==> src/rtl/wiper_ctrl_pkg.sv <==
package wiper_ctrl_pkg;
  localparam int BYTE_W = 8;

  typedef enum logic [2:0] {
    PH_IDLE,
    PH_RX,
    PH_ACK,
    PH_TX,
    PH_RACK
  } phase_e;

  typedef enum logic [1:0] {
    BY_ADDR,
    BY_PTR,
    BY_DATA
  } byte_kind_e;

  localparam logic [BYTE_W-1:0] LOC_DIAL     = 8'h00;
  localparam logic [BYTE_W-1:0] LOC_IDENT    = 8'h01;
  localparam logic [BYTE_W-1:0] LOC_MODE     = 8'h08;
  localparam logic [BYTE_W-1:0] IDENT_VALUE  = 8'hD0;
  localparam logic [BYTE_W-1:0] DIAL_DEFAULT = 8'h80;
endpackage

==> src/rtl/i2c_line_sync.sv <==
module i2c_line_sync #(
  parameter int STAGES = 2
) (
  input  logic clk,
  input  logic rst_n,
  input  logic scl_i,
  input  logic sda_i,
  output logic sda_s,
  output logic scl_rise,
  output logic scl_fall,
  output logic start_evt,
  output logic stop_evt
);
  logic [STAGES-1:0] scl_pipe, sda_pipe;
  logic scl_q, sda_q, scl_s;

  always_ff @(posedge clk or negedge rst_n) begin
    if (!rst_n) begin
      scl_pipe <= '1;
      sda_pipe <= '1;
      scl_q    <= 1'b1;
      sda_q    <= 1'b1;
    end else begin
      scl_pipe <= {scl_pipe[STAGES-2:0], scl_i};
      sda_pipe <= {sda_pipe[STAGES-2:0], sda_i};
      scl_q    <= scl_pipe[STAGES-1];
      sda_q    <= sda_pipe[STAGES-1];
    end
  end

  assign scl_s     = scl_pipe[STAGES-1];
  assign sda_s     = sda_pipe[STAGES-1];
  assign scl_rise  = scl_s & ~scl_q;
  assign scl_fall  = ~scl_s & scl_q;
  assign start_evt = scl_s & scl_q & sda_q & ~sda_s;
  assign stop_evt  = scl_s & scl_q & ~sda_q & sda_s;
endmodule

==> src/rtl/wiper_regmap.sv <==
module wiper_regmap
  import wiper_ctrl_pkg::*;
#(
  parameter int NV_CYCLES = 1000
) (
  input  logic              clk,
  input  logic              rst_n,
  input  logic              wr_en,
  input  logic [BYTE_W-1:0] wr_addr,
  input  logic [BYTE_W-1:0] wr_data,
  input  logic [BYTE_W-1:0] rd_addr,
  output logic [BYTE_W-1:0] rd_data,
  output logic              vol_mode,
  output logic [BYTE_W-1:0] wiper_o,
  output logic              nv_busy_o
);
  localparam int CNT_W = $clog2(NV_CYCLES + 1);

  logic [BYTE_W-1:0] dial_q, init_q, mode_q;
  logic [CNT_W-1:0]  busy_cnt;
  logic              nv_wr;

  assign vol_mode = mode_q[BYTE_W-1];
  assign nv_wr    = wr_en && (wr_addr == LOC_DIAL) && !vol_mode;

  always_ff @(posedge clk or negedge rst_n) begin
    if (!rst_n) begin
      init_q   <= DIAL_DEFAULT;
      dial_q   <= DIAL_DEFAULT;
      mode_q   <= '0;
      busy_cnt <= '0;
    end else begin
      if (wr_en && wr_addr == LOC_DIAL) dial_q <= wr_data;
      if (wr_en && wr_addr == LOC_MODE) mode_q <= wr_data;
      if (nv_wr) begin
        init_q   <= wr_data;
        busy_cnt <= CNT_W'(NV_CYCLES);
      end else if (busy_cnt != '0) begin
        busy_cnt <= busy_cnt - CNT_W'(1);
      end
    end
  end

  always_comb begin
    unique case (rd_addr)
      LOC_DIAL:  rd_data = vol_mode ? dial_q : init_q;
      LOC_IDENT: rd_data = IDENT_VALUE;
      LOC_MODE:  rd_data = mode_q;
      default:   rd_data = '0;
    endcase
  end

  assign wiper_o   = dial_q;
  assign nv_busy_o = (busy_cnt != '0);
endmodule

==> src/rtl/i2c_target_engine.sv <==
module i2c_target_engine
  import wiper_ctrl_pkg::*;
#(
  parameter logic [6:0] TARGET_ADDR = 7'h28
) (
  input  logic              clk,
  input  logic              rst_n,
  input  logic              sda_s,
  input  logic              scl_rise,
  input  logic              scl_fall,
  input  logic              start_evt,
  input  logic              stop_evt,
  input  logic [BYTE_W-1:0] rd_data,
  input  logic              vol_mode,
  output logic              sda_oe,
  output logic              wr_en,
  output logic [BYTE_W-1:0] wr_addr,
  output logic [BYTE_W-1:0] wr_data,
  output logic [BYTE_W-1:0] rd_addr
);
  phase_e            phase_q;
  byte_kind_e        kind_q;
  logic [2:0]        bit_cnt;
  logic [BYTE_W-1:0] shreg, txreg, ptr_q;
  logic              rx_full, ack_q, is_read, nv_lock, ctl_ack;
  logic              dial_nv;

  assign dial_nv = (ptr_q == LOC_DIAL) && !vol_mode;
  assign wr_en   = !start_evt && !stop_evt && phase_q == PH_RX && rx_full &&
                   scl_fall && kind_q == BY_DATA && !nv_lock;
  assign wr_addr = ptr_q;
  assign wr_data = shreg;
  assign rd_addr = ptr_q;

  always_ff @(posedge clk or negedge rst_n) begin
    if (!rst_n) begin
      phase_q <= PH_IDLE;
      kind_q  <= BY_ADDR;
      bit_cnt <= '0;
      shreg   <= '0;
      txreg   <= '0;
      ptr_q   <= '0;
      rx_full <= 1'b0;
      ack_q   <= 1'b0;
      is_read <= 1'b0;
      nv_lock <= 1'b0;
      ctl_ack <= 1'b0;
    end else if (start_evt) begin
      phase_q <= PH_RX;
      kind_q  <= BY_ADDR;
      bit_cnt <= '0;
      rx_full <= 1'b0;
      ack_q   <= 1'b0;
      nv_lock <= 1'b0;
    end else if (stop_evt) begin
      phase_q <= PH_IDLE;
      ack_q   <= 1'b0;
    end else begin
      unique case (phase_q)
        PH_RX: begin
          if (scl_rise && !rx_full) begin
            shreg   <= {shreg[BYTE_W-2:0], sda_s};
            bit_cnt <= bit_cnt + 3'd1;
            if (bit_cnt == 3'd7) rx_full <= 1'b1;
          end else if (scl_fall && rx_full) begin
            rx_full <= 1'b0;
            phase_q <= PH_ACK;
            unique case (kind_q)
              BY_ADDR: begin
                ack_q   <= (shreg[BYTE_W-1:1] == TARGET_ADDR);
                is_read <= shreg[0];
              end
              BY_PTR: begin
                ack_q <= 1'b1;
                ptr_q <= shreg;
              end
              default: begin
                ack_q <= !nv_lock;
                if (!nv_lock) begin
                  if (dial_nv) nv_lock <= 1'b1;
                  else         ptr_q   <= ptr_q + 8'd1;
                end
              end
            endcase
          end
        end
        PH_ACK: begin
          if (scl_fall) begin
            ack_q   <= 1'b0;
            bit_cnt <= '0;
            if (!ack_q) begin
              phase_q <= PH_IDLE;
            end else if (kind_q == BY_ADDR && is_read) begin
              phase_q <= PH_TX;
              txreg   <= rd_data;
              ptr_q   <= ptr_q + 8'd1;
            end else begin
              phase_q <= PH_RX;
              kind_q  <= (kind_q == BY_ADDR) ? BY_PTR : BY_DATA;
            end
          end
        end
        PH_TX: begin
          if (scl_fall) begin
            if (bit_cnt == 3'd7) begin
              phase_q <= PH_RACK;
            end else begin
              txreg   <= {txreg[BYTE_W-2:0], 1'b0};
              bit_cnt <= bit_cnt + 3'd1;
            end
          end
        end
        PH_RACK: begin
          if (scl_rise) ctl_ack <= !sda_s;
          if (scl_fall) begin
            if (ctl_ack) begin
              phase_q <= PH_TX;
              bit_cnt <= '0;
              txreg   <= rd_data;
              ptr_q   <= ptr_q + 8'd1;
            end else begin
              phase_q <= PH_IDLE;
            end
          end
        end
        default: ;
      endcase
    end
  end

  always_comb begin
    unique case (phase_q)
      PH_ACK:  sda_oe = ack_q;
      PH_TX:   sda_oe = !txreg[BYTE_W-1];
      default: sda_oe = 1'b0;
    endcase
  end
endmodule

==> src/rtl/wiper_i2c_ctrl.sv <==
module wiper_i2c_ctrl
  import wiper_ctrl_pkg::*;
#(
  parameter logic [6:0] TARGET_ADDR     = 7'h28,
  parameter int         NV_WRITE_CYCLES = 1000,
  parameter int         SYNC_STAGES     = 2
) (
  input  logic       clk,
  input  logic       rst_n,
  input  logic       scl_i,
  input  logic       sda_i,
  output logic       sda_oe_o,
  output logic [7:0] wiper_o,
  output logic       nv_busy_o
);
  logic              sda_s, scl_rise, scl_fall, start_evt, stop_evt;
  logic              wr_en, vol_mode;
  logic [BYTE_W-1:0] wr_addr, wr_data, rd_addr, rd_data;

  i2c_line_sync #(.STAGES(SYNC_STAGES)) sync_i (
    .clk(clk), .rst_n(rst_n), .scl_i(scl_i), .sda_i(sda_i),
    .sda_s(sda_s), .scl_rise(scl_rise), .scl_fall(scl_fall),
    .start_evt(start_evt), .stop_evt(stop_evt)
  );

  i2c_target_engine #(.TARGET_ADDR(TARGET_ADDR)) eng_i (
    .clk(clk), .rst_n(rst_n), .sda_s(sda_s), .scl_rise(scl_rise),
    .scl_fall(scl_fall), .start_evt(start_evt), .stop_evt(stop_evt),
    .rd_data(rd_data), .vol_mode(vol_mode), .sda_oe(sda_oe_o),
    .wr_en(wr_en), .wr_addr(wr_addr), .wr_data(wr_data), .rd_addr(rd_addr)
  );

  wiper_regmap #(.NV_CYCLES(NV_WRITE_CYCLES)) regs_i (
    .clk(clk), .rst_n(rst_n), .wr_en(wr_en), .wr_addr(wr_addr),
    .wr_data(wr_data), .rd_addr(rd_addr), .rd_data(rd_data),
    .vol_mode(vol_mode), .wiper_o(wiper_o), .nv_busy_o(nv_busy_o)
  );
endmodule

==> config.mk <==
export PLATFORM = sky130hd
export DESIGN_NAME = wiper_i2c_ctrl
export DESIGN_NICKNAME = d
export VERILOG_FILES = /design/src/rtl/wiper_ctrl_pkg.sv /design/src/rtl/i2c_line_sync.sv /design/src/rtl/wiper_regmap.sv /design/src/rtl/i2c_target_engine.sv /design/src/rtl/wiper_i2c_ctrl.sv
export SDC_FILE = /design/constraint.sdc
export NUM_CORES = 1
export LEC_CHECK = 0
export BUFFER_PORTS_ARGS = -buffer_cell sky130_fd_sc_hd__buf_2
export CAP_MARGIN = 25
export CORE_MARGIN = 2
export CORE_UTILIZATION = 35
export CTS_CLUSTER_SIZE = 20
export DETAILED_ROUTE_END_ITERATION = 8
export MAX_ROUTING_LAYER = met4
export PLACE_DENSITY = 0.59
export SYNTH_ARGS = -nofsm -noshare
export SYNTH_HDL_FRONTEND = slang
export SYNTH_SLANG_ARGS = --single-unit
==> constraint.sdc <==
create_clock -name clk -period 2.1 [get_ports clk]
set_input_delay 0.315 -clock clk [delete_from_list [all_inputs] [get_ports clk]]
set_output_delay 0.315 -clock clk [all_outputs]
set_load 0.005 [all_outputs]
==> results.py, run 1 <==
metrics = {
    "run_status": {
        "outcome": "completed",
    },
    "global_routing": {
        "antenna_found_initial": 0,
        "grt_pass1_wl_mm": 14.8,
        "grt_overflow": 0,
        "grt_start_max_net_pins": 41,
        "first_global_vias": 2951,
        "grt_usage_pct": 16.5,
    },
    "detailed_routing": {
        "via_per_inst": 5.25,
        "wl_mm": 9.01,
        "post_drt_wl_per_cell_um": 15.6,
        "firstDrtPassIters": 5,
        "drc": 0,
        "drt.antenna.violating_nets": 0,
        "vias": 3025,
        "drt_iter0_markers": 148,
    },
    "die": {
        "fp.dieH_um": 110,
        "initial_core_util_pct": 35.9,
        "die-area_um2": 12000,
        "core_area_um2": 10900,
        "die_w_um": 110,
        "rows": 38,
        "io_pins": 14,
    },
    "synthesis": {
        "syn_nets": 375,
        "yosysWarningCount": 0,
        "synth_edf_count": 0,
        "synth_seq_cells": 77,
        "synthFlopType": "dfrtp_1",
        "synth_cell_types": 51,
        "mappedNetlistArea_um2": 3910,
        "ys_seq_area_share_pct": 49.6,
        "netlist_instances": 365,
        "synth_area_per_cell_um2": 10.7,
        "async_reset_ff_share_pct": 100,
    },
    "sta": {
        "post-route-period-util_pct": 99.5,
        "setup_viol": 0,
        "hold_viol_final": 0,
        "tns_ps": 0,
        "fin_crit_ps": 2090,
        "maxSlewViolCount": 0,
        "worstMarginPinSlew_ps": 532,
        "slew_headroom_pct": 64.5,
        "max_freq_mhz": 479,
        "rsz0062_at_grt": "yes",
        "whs_ps": 58.3,
        "finClkSkew_ps": 10.8,
    },
    "setup_path": {
        "crit_type": "reg2reg",
        "crit_path_max_incr_delay_ps": 450,
        "cp_top_family": "simple AND/OR/NAND/NOR gates",
        "cpMaxStageDelayCell": "dfrtp_2",
        "end_kind": "flip-flop",
        "arrival_ps": 2330,
        "critPathBufInv": 1,
        "critPathRequiredTime_ps": 2340,
        "worstPathMaxFanout": 8,
        "reg2reg_setup_slack_ps": 10,
        "critPathLaunchType": "flip-flop",
        "path_cells": "nand3b_1, or3_4, nor4_4, buf_6, nand3_4, mux2_2",
    },
    "power": {
        "leakage_nw": 2.27,
        "ir_worst_vdd_uv": 406,
        "p_total_mw": 3.70,
        "p_per_area_nw_per_um2": 766,
    },
    "cts": {
        "numCtsBuffers": 9,
        "ctsHtreeMaxLevel": 3,
        "cts.sinks": 77,
        "cts_tree": "yes",
        "cts.path.max_buffers": 2,
        "root_buffer": "clkbuf_8",
        "clk-insertion-delay-late_ps": 350,
        "clk_pin_slew_ps": 80,
    },
    "final_layout": {
        "layout-drive-gt1-share_pct": 34.4,
        "layout_common_cells": "67 x dfrtp_1, 52 x buf_4, 38 x nor2_1, 38 x mux2_2, 25 x nand2_1",
        "antenna_cells": 0,
        "final_common_cell": "dfrtp_1",
        "syn_to_final_growth_pct": 23.7,
        "nets": 441,
    },
    "placement": {
        "dp_hpwl_mm": 6.20,
        "io_buffers": 13,
        "gp_congestion": 0.801,
    },
    "hold_path": {
        "min_path_type": "in2reg",
    },
    "job": {
        "max-cap-violations": 0,
    },
}
-- cell families after synthesis --
family	synth area share, %
flip-flops	49.6
buffers and inverters	2.50
AO/OA/AOI/OAI	13.6
XOR/XNOR	1.35
AND/OR/NAND/NOR	17.0
multiplexers	14.0
adder cells (fa/ha/maj)	1.92
-- sequential cells by signal, indices dropped and copies added, names as in the netlist, 2 cells and up --
name             flops
eng_i.bit_cnt        3
regs_i.mode_q        8
regs_i.wiper_o       8
sync_i.scl_pipe      2
regs_i.init_q        8
eng_i.kind_q         2
eng_i.rd_addr        8
eng_i.phase_q        3
sync_i.sda_pipe      2
regs_i.busy_cnt     10
eng_i.wr_data        8
eng_i.txreg          8
-- layout make-up --
cell class | instances | area, um^2
Tap cell | 140 | 175
Inverter | 11 | 41.3
Clock buffer | 9 | 124
Multi-Input combinational cell | 265 | 1960
Clock inverter | 7 | 98.8
Fill cell | 994 | 6060
Timing Repair Buffer | 67 | 492
Sequential cell | 77 | 1940
-- synth_stat cells, types with 2 or more instances --
| cell | instances | share of area [%] |
|---|---|---|
| nor3_1 | 7 | 0.90 |
| nor3b_1 | 6 | 1.2 |
| o31ai_1 | 3 | 0.58 |
| buf_2 | 3 | 0.38 |
| a31oi_1 | 5 | 0.80 |
| mux2i_1 | 12 | 3.1 |
| nand4b_1 | 2 | 0.45 |
| inv_1 | 11 | 1.1 |
| a2bb2oi_1 | 10 | 2.2 |
| nand3_1 | 9 | 1.2 |
| xor2_1 | 3 | 0.67 |
| nand2_1 | 25 | 2.4 |
| dfstp_2 | 8 | 5.4 |
| o22ai_1 | 2 | 0.32 |
| a21oi_1 | 21 | 2.7 |
| or3b_2 | 2 | 0.45 |
| ha_1 | 6 | 1.9 |
| o211ai_1 | 3 | 0.58 |
| mux2_2 | 38 | 11 |
| a22oi_1 | 3 | 0.58 |
| nand2b_1 | 9 | 1.4 |
| xnor2_1 | 3 | 0.67 |
| nand3_2 | 3 | 0.77 |
| clkbuf_1 | 7 | 0.67 |
| nor4_1 | 2 | 0.32 |
| dfrtp_1 | 69 | 44 |
| nand4_1 | 4 | 0.64 |
| nand3b_1 | 5 | 0.96 |
| a211oi_1 | 8 | 1.5 |
| a32o_1 | 3 | 0.77 |
| o21ai_0 | 14 | 1.8 |
| nor2_1 | 39 | 3.7 |
| o21bai_1 | 2 | 0.38 |
-- per-layer routing --
layer / vias up / global-route usage [%] / routed length, um
met5: - / - / 0
met4: 0 / 5.70 / 144
met3: 12 / 2.49 / 304
met2: 46 / 25.7 / 4280
met1: 1503 / 21.9 / 4280
li1: 1464 / - / -
-- stage by stage --
stage	worst slack, ps	utilization (%)	cells	cell area [um^2]
detailed placement	-169	40.8	551	4440
floorplan	112	-	365	3910
CTS	-70.0	43.1	569	4690
finish	11.4	44.4	576	4830
global route	-83.4	44.4	576	4830
global placement	-162	40.8	551	4440
-- timing repair --
action                                  CTS  global route
gates cloned                              0             0
gates resized for setup                   3            19
endpoints found under the setup margin   22            43
pin swaps                                 1             3
endpoints found under the hold margin    35             0
buffers inserted                          1             7
hold buffers                              1             0
-- final timing paths --
path	start	endpoint	cells past startpoint
max	eng_i.phase_q[1]$_DFFE_PN0P_	regs_i.wiper_o[6]$_DFFE_PN0P_	6
min reg2reg	sync_i.sda_pipe[0]$_DFF_PN1_	sync_i.sda_pipe[1]$_DFF_PN1_	0
min	scl_i	sync_i.scl_pipe[0]$_DFF_PN1_	1
max in group asynchronous	rst_n	sync_i.sda_q$_DFF_PN1_	3
min in group asynchronous	rst_n	regs_i.wiper_o[5]$_DFFE_PN0P_	2
max reg2reg	eng_i.phase_q[1]$_DFFE_PN0P_	regs_i.wiper_o[6]$_DFFE_PN0P_	6
-- report_power, final --
group | switching [mW] | leakage (nW) | internal [mW] | total (mW)
registers | 0.0811 | 1.03 | 1.57 | 1.65
logic | 0.420 | 1.12 | 0.365 | 0.786
clock network | 0.588 | 0.110 | 0.676 | 1.26
total | 1.09 | 2.27 | 2.61 | 3.70
Power figures use the tool's default switching activity.
==> run 2, diff against run 1 <==
--- a/config.mk
+++ b/config.mk
@@ -6,7 +6,7 @@
 export NUM_CORES = 1
 export LEC_CHECK = 0
 export BUFFER_PORTS_ARGS = -buffer_cell sky130_fd_sc_hd__buf_2
-export CAP_MARGIN = 25
+export CORE_ASPECT_RATIO = 1.5
 export CORE_MARGIN = 2
 export CORE_UTILIZATION = 35
 export CTS_CLUSTER_SIZE = 20
==> run 2 against run 1 <==
Highest routed layer unchanged. Worst hold slack improved by 12 ps. Sequential power hardly changed. Critical path type unchanged. Fmax down 2.6%. Via count is essentially flat. Setup slack worse by 57 ps. The run now ends with negative setup slack left. Register-to-register slack got worse by 60 ps.
==> results.py, run 2 (synthesis gave the netlist of run 1 again) <==
metrics = {
    "run_status": {
        "outcome": "finished, violations left",
        "violations": "negative setup slack",
    },
    "sta": {
        "setup_ws_ps": -45.4,
        "post-route-period-util_pct": 102,
        "worstMarginPinSlew_ps": 449,
        "setup_viol": 15,
        "slew_headroom_pct": 70.0,
        "fin_crit_ps": 2150,
        "rsz0062_at_grt": "yes",
        "hold_viol_final": 0,
        "finClkSkew_ps": 7.37,
        "max_freq_mhz": 466,
        "maxSlewViolCount": 0,
    },
    "power": {
        "p_per_area_nw_per_um2": 849,
        "p_total_mw": 4.18,
        "ir_worst_vdd_uv": 565,
        "leakage_nw": 2.32,
    },
    "die": {
        "fp.dieH_um": 133,
        "rows": 47,
        "die-area_um2": 12000,
        "die_w_um": 90.3,
        "io_pins": 14,
        "initial_core_util_pct": 35.7,
        "core_area_um2": 10900,
    },
    "cts": {
        "ctsHtreeMaxLevel": 3,
        "cts.sinks": 77,
        "cts.path.max_buffers": 2,
        "cts_tree": "yes",
        "root_buffer": "clkbuf_16",
        "clk_pin_slew_ps": 60,
        "clk-insertion-delay-late_ps": 340,
        "numCtsBuffers": 9,
    },
    "global_routing": {
        "grt_pass1_wl_mm": 14.8,
        "grt_start_max_net_pins": 47,
        "grt_overflow": 0,
        "first_global_vias": 2987,
        "antenna_found_initial": 0,
        "grt_usage_pct": 16.0,
    },
    "setup_path": {
        "critPathLaunchType": "flip-flop",
        "crit_type": "reg2reg",
        "critPathRequiredTime_ps": 2320,
        "reg2reg_setup_slack_ps": -50,
        "arrival_ps": 2360,
        "reg2regPathDepth": 6,
        "regToRegEndpoint": "regs_i.mode_q[1]$_DFFE_PN0P_",
        "worstPathMaxFanout": 8,
        "end_kind": "flip-flop",
        "timing.rr.start": "sync_i.scl_q$_DFF_PN1_",
    },
    "final_layout": {
        "final_common_cell": "dfrtp_1",
        "nets": 443,
        "layout_common_cells": "69 x dfrtp_1, 55 x buf_4, 39 x nor2_1",
        "regArea_um2": 1940,
        "largest_reg_flops": 10,
        "multi_input_area_um2": 1920,
        "syn_to_final_growth_pct": 26.2,
        "fill_cells": 1036,
        "layout-drive-gt1-share_pct": 32.6,
        "fin_util_pct": 45.1,
        "antenna_cells": 0,
        "largest_register": "regs_i.busy_cnt",
    },
    "placement": {
        "dp_hpwl_mm": 6.41,
        "gp_congestion": 0.829,
        "io_buffers": 13,
        "post-place-ws_ps": -164,
    },
    "detailed_routing": {
        "drt.antenna.violating_nets": 0,
        "vias": 3022,
        "via_per_inst": 5.17,
        "drc": 0,
        "post_drt_wl_per_cell_um": 15.4,
        "firstDrtPassIters": 4,
        "wl_mm": 8.99,
        "drt_iter0_markers": 163,
    },
    "hold_path": {
        "hold_start": "sda_i",
        "holdPathEnd": "sync_i.sda_pipe[0]$_DFF_PN1_",
        "min_path_cells": 1,
        "min_path_type": "in2reg",
    },
    "job": {
        "max-cap-violations": 0,
    },
}
[run 2: cell types whose count changed in the layout (fill, tap and decap cells not counted), moves of 2 or more]
cell and change:
buf_4 +3, a2bb2oi_1 +2, clkbuf_8 -5, dfrtp_2 -2, clkbuf_16 +9, a2bb2oi_2 -2, clkinv_4 -2, dfrtp_1 +2
[run 2: area by class of cell]
type	instances	share of cell area, %
sequential	77	39.3
multi-input combinational	265	38.9
timing repair buffer	69	10.2
clock buffer	13	5.69
tap	147	3.73
clock inverter	3	1.32
inverter	11	0.838
[run 2: where the power goes]
group / total, mW / switching [mW] / internal, mW
Clock: 1.75 / 0.579 / 1.17
Sequential: 1.65 / 0.0786 / 1.57
Combinational: 0.785 / 0.422 / 0.363
Total: 4.18 / 1.08 / 3.10
[run 2: worst max path at each step]
stage / endpoint / slack (ps) / start / depth (start not counted)
after global placement: eng_i.txreg[0]$_DFFE_PN0P_ / -130 / eng_i.bit_cnt[0]$_DFFE_PN0P_ / 6
after floorplan: regs_i.init_q[3]$_DFFE_PN0P_ / 110 / sync_i.scl_q$_DFF_PN1_ / 6
after CTS: regs_i.wiper_o[2]$_DFFE_PN0P_ / -40 / eng_i.phase_q[1]$_DFFE_PN0P_ / 5
after global routing: regs_i.wiper_o[2]$_DFFE_PN0P_ / -110 / sync_i.scl_q$_DFF_PN1_ / 6
after detailed placement: eng_i.txreg[0]$_DFFE_PN0P_ / -160 / eng_i.bit_cnt[0]$_DFFE_PN0P_ / 6
final: regs_i.mode_q[1]$_DFFE_PN0P_ / -50 / sync_i.scl_q$_DFF_PN1_ / 6
[run 2: critical path: stages (launching register included)]
cell and delay, ps:
dfstp_2 550, nand2b_4 60, or3_4 400, nor4_4 370, buf_4 180, nand3_4 140
mux2_2 310
[run 2: timing repair]
| item | in CTS | in global routing |
|---|---|---|
| resized for setup | 4 | 5 |
| hold endpoints to repair | 30 | 0 |
| pin swaps | 0 | 4 |
| cloned | 0 | 0 |
| endpoints found under the setup margin | 25 | 35 |
| buffers inserted | 1 | 10 |
| hold buffers | 1 | 0 |
[run 2: routing by layer]
metal	vias to the layer above	global-route usage (%)	wire, um	share of wire [%]
met3	18	2.09	143	1.6
met1	1497	18.0	3710	41
met2	39	27.9	4870	54
met5	-	-	0	0
met4	0	8.29	265	2.9
li1	1468	-	-	-
[run 2: per-stage QoR]
stage	TNS, ps	cells	hold WS (ps)	instance area (um^2)
floorplan	0	365	19.4	3910
global placement	-351	557	289	4440
detailed placement	-321	557	292	4440
CTS	-348	575	60.3	4820
global route	-1810	585	68.3	4930
finish	-531	585	70.3	4930
==> run 3, diff against run 2 <==
--- a/config.mk
+++ b/config.mk
@@ -11,6 +11,7 @@
 export CORE_UTILIZATION = 35
 export CTS_CLUSTER_SIZE = 20
 export DETAILED_ROUTE_END_ITERATION = 8
+export GPL_TIMING_DRIVEN = 0
 export MAX_ROUTING_LAYER = met4
 export PLACE_DENSITY = 0.59
 export SYNTH_ARGS = -nofsm -noshare
==> run 3 against run 2 <==
The flow now finishes without violations. Clock-buffer cell count shrank 1. Critical path depth shrank 1. Critical path type unchanged. Clock power shrank 6%. Power shrank 5.3%. Design area shrank 4.5%. Fmax grew 5.5%. Setup slack gained 110 ps. Highest routed layer unchanged.
==> results.py, run 3 (synthesis gave the netlist of run 1 again) <==
metrics = {
    "run_status": {
        "outcome": "completed",
    },
    "sta": {
        "max_freq_mhz": 492,
        "hold_viol_final": 0,
        "setup_viol": 0,
        "maxSlewViolCount": 0,
        "slew_headroom_pct": 48.3,
        "worstMarginPinSlew_ps": 773,
        "finClkSkew_ps": 7.62,
        "rsz0062_at_grt": "yes",
        "tns_ps": 0,
        "setup_ws_ps": 65.9,
        "post-route-period-util_pct": 96.9,
        "fin_crit_ps": 2030,
    },
    "global_routing": {
        "grt_usage_pct": 15.4,
        "first_global_vias": 2870,
        "antenna_found_initial": 0,
        "grt_start_max_net_pins": 52,
        "grt_overflow": 0,
        "grt_pass1_wl_mm": 14.2,
    },
    "detailed_routing": {
        "drt-met1-wl_mm": 3.78,
        "firstDrtPassIters": 4,
        "vias": 2915,
        "maxUsedRoutingLayer": "met4",
        "met2_length_mm": 4.53,
        "drt.antenna.violating_nets": 0,
        "met3_length_um": 172,
        "post_drt_wl_per_cell_um": 15.8,
        "drc": 0,
        "drt_iter0_markers": 144,
        "via_per_inst": 5.27,
        "wl_mm": 8.71,
    },
    "die": {
        "die_w_um": 90.3,
        "core_area_um2": 10900,
        "initial_core_util_pct": 35.7,
        "die-area_um2": 12000,
        "fp.dieH_um": 133,
        "io_pins": 14,
        "rows": 47,
    },
    "final_layout": {
        "nets": 411,
        "layout-drive-gt1-share_pct": 28.8,
        "fin_util_pct": 43.0,
        "layout_common_cells": "69 x dfrtp_1, 38 x mux2_2, 36 x nor2_1",
        "stdcell_count": 553,
        "largest_reg_flops": 10,
        "syn_to_final_growth_pct": 20.5,
        "largest_register": "regs_i.busy_cnt",
        "antenna_cells": 0,
        "final_common_cell": "dfrtp_1",
    },
    "power": {
        "p_total_mw": 3.96,
        "p_per_area_nw_per_um2": 842,
        "leakage_nw": 2.13,
        "ir_worst_vdd_uv": 616,
    },
    "cts": {
        "root_buffer": "clkbuf_16",
        "cts_tree": "yes",
        "clk-insertion-delay-late_ps": 340,
        "clk_pin_slew_ps": 60,
        "ctsHtreeMaxLevel": 3,
        "cts.sinks": 77,
        "cts.path.max_buffers": 2,
        "numCtsBuffers": 9,
    },
    "placement": {
        "dp_hpwl_mm": 5.95,
        "placed_cells": 526,
        "gp_congestion": 0.838,
        "io_buffers": 13,
        "post-place-ws_ps": -344,
    },
    "setup_path": {
        "critPathLaunchType": "flip-flop",
        "end_kind": "flip-flop",
        "crit_type": "reg2reg",
        "worstPathMaxFanout": 6,
        "reg2reg_setup_slack_ps": 70,
        "regToRegEndpoint": "eng_i.bit_cnt[0]$_DFFE_PN0P_",
        "arrival_ps": 2260,
        "reg2regPathDepth": 5,
        "critPathRequiredTime_ps": 2330,
        "timing.rr.start": "eng_i.phase_q[0]$_DFFE_PN0P_",
    },
    "hold_path": {
        "holdPathEnd": "sync_i.sda_pipe[0]$_DFF_PN1_",
        "min_path_type": "in2reg",
        "hold_start": "sda_i",
        "min_path_cells": 1,
    },
    "job": {
        "max-cap-violations": 0,
    },
}
run 3: cell count changes in the layout (fill, tap and decap cells not counted), moves of 2 or more:
cell and delta:
buf_4 -46, clkinvlp_4 +2, nor3b_1 -3, clkbuf_2 +2
nor2_4 +2, nor2_1 -3, nand2_2 +2, clkbuf_1 +4
buf_2 +4, nor3b_2 +2
run 3: stage by stage:
stage,hold WS [ps],area (um^2)
after detailed placement,265,4190
final,67.4,4710
after global placement,348,4160
after global routing,52.6,4710
after CTS,57.8,4580
after floorplan,19.4,3910
run 3: timing repair:
action                                  in CTS  in global routing
gates cloned                                 0                  1
resized for setup                           12                 21
hold buffers                                 1                  0
endpoints found under the setup margin      43                 35
hold endpoints to repair                    25                  0
buffers inserted                             2                  7
pin swaps                                    2                  2
run 3: layer usage:
layer / track usage, % / up-vias
met4: 7.09 / 0
li1: - / 1408
met2: 25.9 / 29
met3: 3.05 / 16
met5: - / -
met1: 17.7 / 1462
run 3: how the worst max path moves through the flow:
| stage | start | end | slack, ps | cells past startpoint |
|---|---|---|---|---|
| finish | eng_i.phase_q[0]$_DFFE_PN0P_ | eng_i.bit_cnt[0]$_DFFE_PN0P_ | 70 | 5 |
| detailed placement | eng_i.phase_q[2]$_DFFE_PN0P_ | eng_i.bit_cnt[0]$_DFFE_PN0P_ | -340 | 6 |
| CTS | eng_i.phase_q[0]$_DFFE_PN0P_ | eng_i.bit_cnt[0]$_DFFE_PN0P_ | -40 | 5 |
| global route | eng_i.bit_cnt[0]$_DFFE_PN0P_ | eng_i.rd_addr[1]$_DFFE_PN0P_ | -50 | 7 |
| floorplan | sync_i.scl_q$_DFF_PN1_ | regs_i.init_q[3]$_DFFE_PN0P_ | 110 | 6 |
| global placement | eng_i.rd_addr[0]$_DFFE_PN0P_ | eng_i.rd_addr[1]$_DFFE_PN0P_ | -330 | 7 |
run 3: final cells by class:
cell class,instances,area (um^2)
fill,1069,6230
multi-input combinational,266,1980
sequential,77,1940
clock buffer,12,267
tap,147,184
timing repair buffer,24,176
buffer,12,63.8
clock inverter,4,53.8
inverter,11,41.3
run 3: critical path, cell delays in order, from the launching register on:
cell and delay [ps]:
dfrtp_1 440, or4b_2 720, o21ai_2 120, a21oi_1 100, nor2_2 190, mux2_2 360
run 3: report_power, final:
group	switching, mW	internal [mW]
logic	0.380	0.262
clock network	0.627	1.02
registers	0.0980	1.57
